### config.mk
export PLATFORM = sky130hd
export DESIGN_NAME = sar_conv_seq
export DESIGN_NICKNAME = d
export VERILOG_FILES = /design/src/rtl/sar_pkg.sv /design/src/rtl/sar_start_detect.sv /design/src/rtl/sar_core.sv /design/src/rtl/sar_conv_seq.sv
export SDC_FILE = /design/constraint.sdc
export NUM_CORES = 1
export LEC_CHECK = 0
export BUFFER_PORTS_ARGS = -buffer_cell sky130_fd_sc_hd__buf_2
export CAP_MARGIN = 30
export CORE_MARGIN = 8
export CORE_UTILIZATION = 57
export CTS_CLUSTER_SIZE = 12
export DETAILED_ROUTE_END_ITERATION = 10
export GPL_ROUTABILITY_DRIVEN = 0
export PLACE_DENSITY = 0.79
export RECOVER_POWER = 100
export SLEW_MARGIN = 20
export SYNTH_ARGS = -nofsm -noshare
export SYNTH_HDL_FRONTEND = slang
export SYNTH_SLANG_ARGS = --single-unit
### constraint.sdc
create_clock -name clk -period 2.95 [get_ports clk]
set_clock_uncertainty 0.1 [all_clocks]
set_input_delay 0.4425 -clock clk [delete_from_list [all_inputs] [get_ports clk]]
set_output_delay 0.4425 -clock clk [all_outputs]
set_load 0.05 [all_outputs]
### src/rtl/sar_pkg.sv
package sar_pkg;

    typedef enum logic [1:0] {
        PH_IDLE   = 2'd0,
        PH_SETTLE = 2'd1,
        PH_BITS   = 2'd2,
        PH_TAIL   = 2'd3
    } sar_phase_e;

endpackage

### src/rtl/sar_start_detect.sv
module sar_start_detect #(
    parameter int SYNC_STAGES = 2
) (
    input  logic clk,
    input  logic rst_n,
    input  logic conv_start_i,
    input  logic cs_n_i,
    input  logic busy_i,
    output logic start_o
);

    typedef struct packed {
        logic [SYNC_STAGES-1:0] conv_sh;
        logic [SYNC_STAGES-1:0] cs_sh;
        logic                   conv_prev;
        logic                   cs_prev;
    } det_t;

    det_t det_d, det_q;
    logic conv_s, cs_s;

    assign conv_s = det_q.conv_sh[SYNC_STAGES-1];
    assign cs_s   = det_q.cs_sh[SYNC_STAGES-1];

    always_comb begin
        det_d           = det_q;
        det_d.conv_sh   = {det_q.conv_sh[SYNC_STAGES-2:0], conv_start_i};
        det_d.cs_sh     = {det_q.cs_sh[SYNC_STAGES-2:0], cs_n_i};
        det_d.conv_prev = conv_s;
        det_d.cs_prev   = cs_s;
    end

    always_ff @(posedge clk or negedge rst_n) begin
        if (!rst_n) begin
            det_q.conv_sh   <= '0;
            det_q.cs_sh     <= '1;
            det_q.conv_prev <= 1'b0;
            det_q.cs_prev   <= 1'b1;
        end else begin
            det_q <= det_d;
        end
    end

    logic conv_rise, cs_fall_armed;
    assign conv_rise     = conv_s & ~det_q.conv_prev;
    assign cs_fall_armed = ~cs_s & det_q.cs_prev & ~conv_s;
    assign start_o       = ~busy_i & (conv_rise | cs_fall_armed);

endmodule

### src/rtl/sar_core.sv
module sar_core
    import sar_pkg::*;
#(
    parameter int RES_BITS   = 12,
    parameter int SETTLE_CYC = 6,
    parameter int TAIL_CYC   = 2
) (
    input  logic                clk,
    input  logic                rst_n,
    input  logic                start_i,
    input  logic                cmp_i,
    output logic                busy_o,
    output logic                hold_o,
    output logic [RES_BITS-1:0] trial_o,
    output logic [RES_BITS-1:0] result_o
);

    localparam int MAXW = (SETTLE_CYC > TAIL_CYC) ? SETTLE_CYC : TAIL_CYC;
    localparam int CW   = $clog2(MAXW + 1);
    localparam int BW   = $clog2(RES_BITS);
    localparam logic [RES_BITS-1:0] MSB_ONLY = {1'b1, {(RES_BITS-1){1'b0}}};

    typedef struct packed {
        sar_phase_e          phase;
        logic [CW-1:0]       cnt;
        logic [BW-1:0]       bit_idx;
        logic [RES_BITS-1:0] trial;
        logic [RES_BITS-1:0] result;
        logic                hold;
        logic                busy;
    } core_t;

    core_t st_d, st_q;

    always_comb begin
        st_d = st_q;
        unique case (st_q.phase)
            PH_IDLE: begin
                if (start_i) begin
                    st_d.phase   = PH_SETTLE;
                    st_d.cnt     = CW'(SETTLE_CYC - 1);
                    st_d.bit_idx = BW'(RES_BITS - 1);
                    st_d.trial   = MSB_ONLY;
                    st_d.hold    = 1'b1;
                    st_d.busy    = 1'b1;
                end
            end
            PH_SETTLE: begin
                if (st_q.cnt == '0) begin
                    st_d.phase = PH_BITS;
                end else begin
                    st_d.cnt = st_q.cnt - 1'b1;
                end
            end
            PH_BITS: begin
                if (!cmp_i) begin
                    st_d.trial[st_q.bit_idx] = 1'b0;
                end
                if (st_q.bit_idx == BW'(RES_BITS - 1)) begin
                    st_d.hold = 1'b0;
                end
                if (st_q.bit_idx != '0) begin
                    st_d.trial[st_q.bit_idx - 1'b1] = 1'b1;
                    st_d.bit_idx = st_q.bit_idx - 1'b1;
                end else begin
                    st_d.phase = PH_TAIL;
                    st_d.cnt   = CW'(TAIL_CYC - 1);
                end
            end
            PH_TAIL: begin
                if (st_q.cnt == '0) begin
                    st_d.phase  = PH_IDLE;
                    st_d.result = st_q.trial;
                    st_d.trial  = '0;
                    st_d.busy   = 1'b0;
                end else begin
                    st_d.cnt = st_q.cnt - 1'b1;
                end
            end
            default: st_d.phase = PH_IDLE;
        endcase
    end

    always_ff @(posedge clk or negedge rst_n) begin
        if (!rst_n) begin
            st_q.phase   <= PH_IDLE;
            st_q.cnt     <= '0;
            st_q.bit_idx <= '0;
            st_q.trial   <= '0;
            st_q.result  <= '0;
            st_q.hold    <= 1'b0;
            st_q.busy    <= 1'b0;
        end else begin
            st_q <= st_d;
        end
    end

    assign busy_o   = st_q.busy;
    assign hold_o   = st_q.hold;
    assign trial_o  = st_q.trial;
    assign result_o = st_q.result;

    AST_HOLD_INSIDE_BUSY: assert property (@(posedge clk) disable iff (!rst_n)
        st_q.hold |-> st_q.busy);

    AST_RESULT_AT_END: assert property (@(posedge clk) disable iff (!rst_n)
        !$stable(st_q.result) |-> $fell(st_q.busy));

endmodule

### src/rtl/sar_conv_seq.sv
module sar_conv_seq #(
    parameter int RES_BITS    = 12,
    parameter int SETTLE_CYC  = 6,
    parameter int TAIL_CYC    = 2,
    parameter int SYNC_STAGES = 2
) (
    input  logic                clk,
    input  logic                rst_n,
    input  logic                conv_start_i,
    input  logic                cs_n_i,
    input  logic                cmp_i,
    output logic                hold_o,
    output logic [RES_BITS-1:0] dac_code_o,
    output logic                busy_n_o,
    output logic [RES_BITS-1:0] result_o
);

    localparam int CONV_CYCLES = SETTLE_CYC + RES_BITS + TAIL_CYC;
    localparam int LW          = $clog2(CONV_CYCLES + 2);

    logic start_w;
    logic busy_w;

    sar_start_detect #(
        .SYNC_STAGES(SYNC_STAGES)
    ) u_detect (
        .clk         (clk),
        .rst_n       (rst_n),
        .conv_start_i(conv_start_i),
        .cs_n_i      (cs_n_i),
        .busy_i      (busy_w),
        .start_o     (start_w)
    );

    sar_core #(
        .RES_BITS  (RES_BITS),
        .SETTLE_CYC(SETTLE_CYC),
        .TAIL_CYC  (TAIL_CYC)
    ) u_core (
        .clk     (clk),
        .rst_n   (rst_n),
        .start_i (start_w),
        .cmp_i   (cmp_i),
        .busy_o  (busy_w),
        .hold_o  (hold_o),
        .trial_o (dac_code_o),
        .result_o(result_o)
    );

    assign busy_n_o = ~busy_w;

    // Independent busy-window length monitor for the checks below
    logic [LW-1:0] busy_len_d, busy_len_q;

    always_comb begin
        busy_len_d = '0;
        if (!busy_n_o && busy_len_q != '1) begin
            busy_len_d = busy_len_q + 1'b1;
        end
    end

    always_ff @(posedge clk or negedge rst_n) begin
        if (!rst_n) busy_len_q <= '0;
        else        busy_len_q <= busy_len_d;
    end

    AST_BUSY_WINDOW: assert property (@(posedge clk) disable iff (!rst_n)
        $rose(busy_n_o) |-> busy_len_q == LW'(CONV_CYCLES));

    AST_DAC_IDLE_ZERO: assert property (@(posedge clk) disable iff (!rst_n)
        busy_n_o |-> dac_code_o == '0);

endmodule

==> qor.json <==
{
  "worstReg2RegStart": {"value": "u_core.st_q[33]$_DFFE_PN0P_"},
  "clockRootBuffer": {"value": "sky130_fd_sc_hd__clkbuf_8"},
  "required": {"value": 3.03, "unit": "ns"},
  "grt_antenna_before_repair": {"value": 0},
  "global_route.overflow_total": {"value": 0},
  "die-width": {"value": 78.6, "unit": "um"},
  "io_pins": {"value": 31},
  "final_core_utilization": {"value": 0.631},
  "fmax_achieved": {"value": 419, "unit": "MHz"},
  "insertion_delay": {"value": 0.29, "unit": "ns"},
  "critical_path.startpoint": {"value": "u_core.st_q[33]$_DFFE_PN0P_"},
  "diodes": {"value": 0},
  "worst_path_most_repeated_cell": {"value": "sky130_fd_sc_hd__inv_1"},
  "ir_worst_vdd": {"value": 533, "unit": "uV"},
  "total_die_area": {"value": 0.00617, "unit": "mm2"},
  "crit_cells": {"value": 7},
  "synth.net_count": {"value": 231},
  "worstHoldPathType": {"value": "input pin to flip-flop"},
  "drv_slew": {"value": 0},
  "route.vias.total": {"value": 1600},
  "synth_to_layout_area_growth": {"value": 5.16, "unit": "%"},
  "setup_viol": {"value": 0},
  "standard_cell_with_the_maximum_stage_delay_on_the_critical_path": {"value": "sky130_fd_sc_hd__dfrtp_1"},
  "antenna_violating_nets_post_route": {"value": 0},
  "critical_path.reg2reg.endpoint": {"value": "u_core.trial_o[1]$_DFFE_PN0P_"},
  "rsz0062_at_grt": {"value": "false"},
  "hold_viol_final": {"value": 0},
  "power_total": {"value": 2540, "unit": "uW"},
  "synth.distinct_cells": {"value": 47},
  "timing.final.crit_share": {"value": 0.808},
  "cts_buffer_depth": {"value": 2},
  "drt_drc_violations_left": {"value": 0},
  "synthesis.yosys.warnings": {"value": 0},
  "die_height": {"value": 78.6, "unit": "um"},
  "cp-end-kind": {"value": "flip-flop"},
  "delay_of_the_slowest_cell_on_the_worst_path": {"value": 0.43, "unit": "ns"},
  "mostFrequentLayoutCell": {"value": "sky130_fd_sc_hd__dfrtp_1"},
  "vias_in_the_first_global_route": {"value": 1605},
  "synth_enable_flop_cells": {"value": 0},
  "placedCellCount": {"value": 267},
  "fp-row-count": {"value": 22},
  "leakage": {"value": 0.00102, "unit": "uW"},
  "worst_pin_slew": {"value": 0.757, "unit": "ns"},
  "postCtsSetupBuffers": {"value": 0},
  "core_region_area": {"value": 0.00372, "unit": "mm2"},
  "synthesis.instances": {"value": 219},
  "p_per_area": {"value": 1080, "unit": "mW/mm2"},
  "post_layout_nonfiller_instances": {"value": 277},
  "wl_per_cell": {"value": 15.7, "unit": "um"},
  "ys_seq_elements": {"value": 41},
  "quantity_of_i_o_buffers_inserted_on_ports": {"value": 30},
  "design.final.nets": {"value": 240},
  "syn_area": {"value": 0.00223, "unit": "mm2"},
  "dominantRegCellSynth": {"value": "sky130_fd_sc_hd__dfrtp_1"},
  "routed_wirelength": {"value": 4340, "unit": "um"},
  "ff2ff_setup_slack": {"value": 0.57, "unit": "ns"},
  "drt_first_iter_violations": {"value": 185},
  "synth_sequential_area_ratio": {"value": 0.462},
  "asyncSetResetFlopFracSynth": {"value": 1.00},
  "cp_max_fo": {"value": 16},
  "timing.critical_path.to": {"value": "u_core.trial_o[1]$_DFFE_PN0P_"},
  "numCtsBuffers": {"value": 5},
  "max-slew-margin-rel": {"value": 0.495},
  "path_clk_slew": {"value": 0.07, "unit": "ns"},
  "viasPerCell": {"value": 5.78},
  "grt_first_pass_wirelength": {"value": 7540, "unit": "um"},
  "setup_total_neg_slack": {"value": 0, "unit": "ns"},
  "status": {"value": "completed"},
  "cts.repair.resized": {"value": 0},
  "1st_pass_router_iterations": {"value": 4},
  "tritoncts_num_sinks": {"value": 41},
  "post_route_cells_drive_above_1_share": {"value": 0.144},
  "critical_path_s_top_delay_family": {"value": "simple AND/OR/NAND/NOR gates"},
  "timing.setup.critical_path_class": {"value": "flip-flop to flip-flop"},
  "grt_use_total": {"value": 0.150},
  "htree_num_levels": {"value": 2},
  "place.detailed.hpwl": {"value": 3080, "unit": "um"},
  "maximum_number_of_pins_on_one_net_before_global_route_repair": {"value": 42},
  "cts_tree": {"value": "done"},
  "post_synthesis_area_per_instance": {"value": 10.2, "unit": "um2"},
  "mostFrequentLayoutCells": {"value": "38 x sky130_fd_sc_hd__dfrtp_1, 29 x sky130_fd_sc_hd__clkbuf_1, 23 x sky130_fd_sc_hd__o21ai_0, 11 x sky130_fd_sc_hd__inv_1, 11 x sky130_fd_sc_hd__nor2_1"},
  "period_needed": {"value": 2.38, "unit": "ns"},
  "cp_data_arrival_time": {"value": 2.46, "unit": "ns"},
  "critPathLaunchType": {"value": "flip-flop"},
  "maxCapViolations": {"value": 0},
  "crit_path_cell_chain": {"value": "inv_1 -> ha_1 -> inv_1 -> or3_1 -> buf_4 -> and2_0 -> a221o_1"},
  "start_util": {"value": 0.600},
  "r2r.worst_path.cells": {"value": 7},
  "timing.critical_path.buf_inv": {"value": 3}
}
[kinds of logic after synthesis]
kind of cell	count (synthesis)	synth area share
compound gates	62	0.192
fa+ha+maj	7	0.0393
buf+inv	46	0.126
flops	41	0.462
mux	9	0.0454
simple gates	54	0.136
[synthesized netlist by cell type (all sizes together), types with 2 or more instances]
cell     count  share of area
nor4b        3          0.015
a21oi        8          0.020
dfstp        3          0.035
or2          2         0.0056
nor2        11          0.019
and2         2         0.0067
nand4        5          0.014
mux2         9          0.045
o21ai       23          0.052
o2bb2ai      3          0.012
o22a         2         0.0079
ha           7          0.039
a32o         3          0.013
nand3        6          0.013
nor2b        3         0.0084
nand2b       5          0.017
dfrtp       38           0.43
nor3         2         0.0045
o41ai        3          0.015
buf         28          0.095
a22o         5          0.020
inv         11          0.019
nand2       10          0.017
clkbuf       7          0.012
o211ai       2         0.0067
a31oi        5          0.014
[through the flow]
stage                     cell area (um2)  hold WS (ns)  setup WS (ns)
after detailed placement             2240         0.235          0.668
after global routing                 2350         0.127          0.420
final                                2350         0.140          0.565
after floorplan                      2230        0.0469          0.882
after CTS                            2360         0.130          0.657
after global placement               2240         0.233          0.727
[registers in the layout, summed over array words and instances, names as in the netlist, named ones only]
| register | flops |
|---|---|
| u_core.st_q | 8 |
| u_core.hold_o | 1 |
| u_core.trial_o | 12 |
| u_detect.conv_s | 1 |
| u_core.result_o | 12 |
| u_detect.det_q | 2 |
| u_core.busy_o | 1 |
| u_detect.det_d | 2 |
| u_detect.cs_s | 1 |
[report_power, final]
group,switching (uW),leakage (uW),total (uW),internal [uW]
sequential,137,0.000516,827,690
combinational,837,0.000445,1260,419
clock,185,0.0000585,461,276
[worst min path at each step]
| stage | startpoint | end | cells after the start |
|---|---|---|---|
| 6_report | cs_n_i | u_detect.det_d[3]$_DFF_PN1_ | 1 |
| 3_5_place_dp | u_detect.det_d[5]$_DFF_PN0_ | u_detect.conv_s$_DFF_PN0_ | 0 |
| 2_1_floorplan | rst_n | async pin | 0 |
| 4_1_cts | cs_n_i | u_detect.det_d[3]$_DFF_PN1_ | 1 |
| 3_3_place_gp | u_detect.det_d[5]$_DFF_PN0_ | u_detect.conv_s$_DFF_PN0_ | 0 |
| 5_1_grt | cs_n_i | u_detect.det_d[3]$_DFF_PN1_ | 1 |
[routing by layer]
metal  global-route usage  part of all wire  vias to the layer above
li1                     -                 -                      781
met1                0.175              0.43                      764
met2                0.245              0.48                       50
met3               0.0558             0.080                        5
met4               0.0556            0.0097                        0
met5                    0                 0                        -
[layout make-up]
type	instances	area (um2)
clock buffers	7	86.3
clock inverters	1	30.0
fillers	328	1370
inverters	11	41.3
multi-input cells	132	918
flip-flops and latches	41	1030
well taps	48	60.1
repair buffers	37	180
[worst register-to-register path, stage by stage, from the launching register on]
cell and delay [ns]:
sky130_fd_sc_hd__dfrtp_1 0.43, sky130_fd_sc_hd__inv_1 0.22, sky130_fd_sc_hd__ha_1 0.31, sky130_fd_sc_hd__inv_1 0.10
sky130_fd_sc_hd__or3_1 0.39, sky130_fd_sc_hd__buf_4 0.20, sky130_fd_sc_hd__and2_0 0.19, sky130_fd_sc_hd__a221o_1 0.33
[repair_timing]
item                                    CTS  global route
endpoints found under the setup margin    0             0
hold endpoints to repair                  0            12
hold buffers                              0             1
Power figures use the tool's default switching activity.
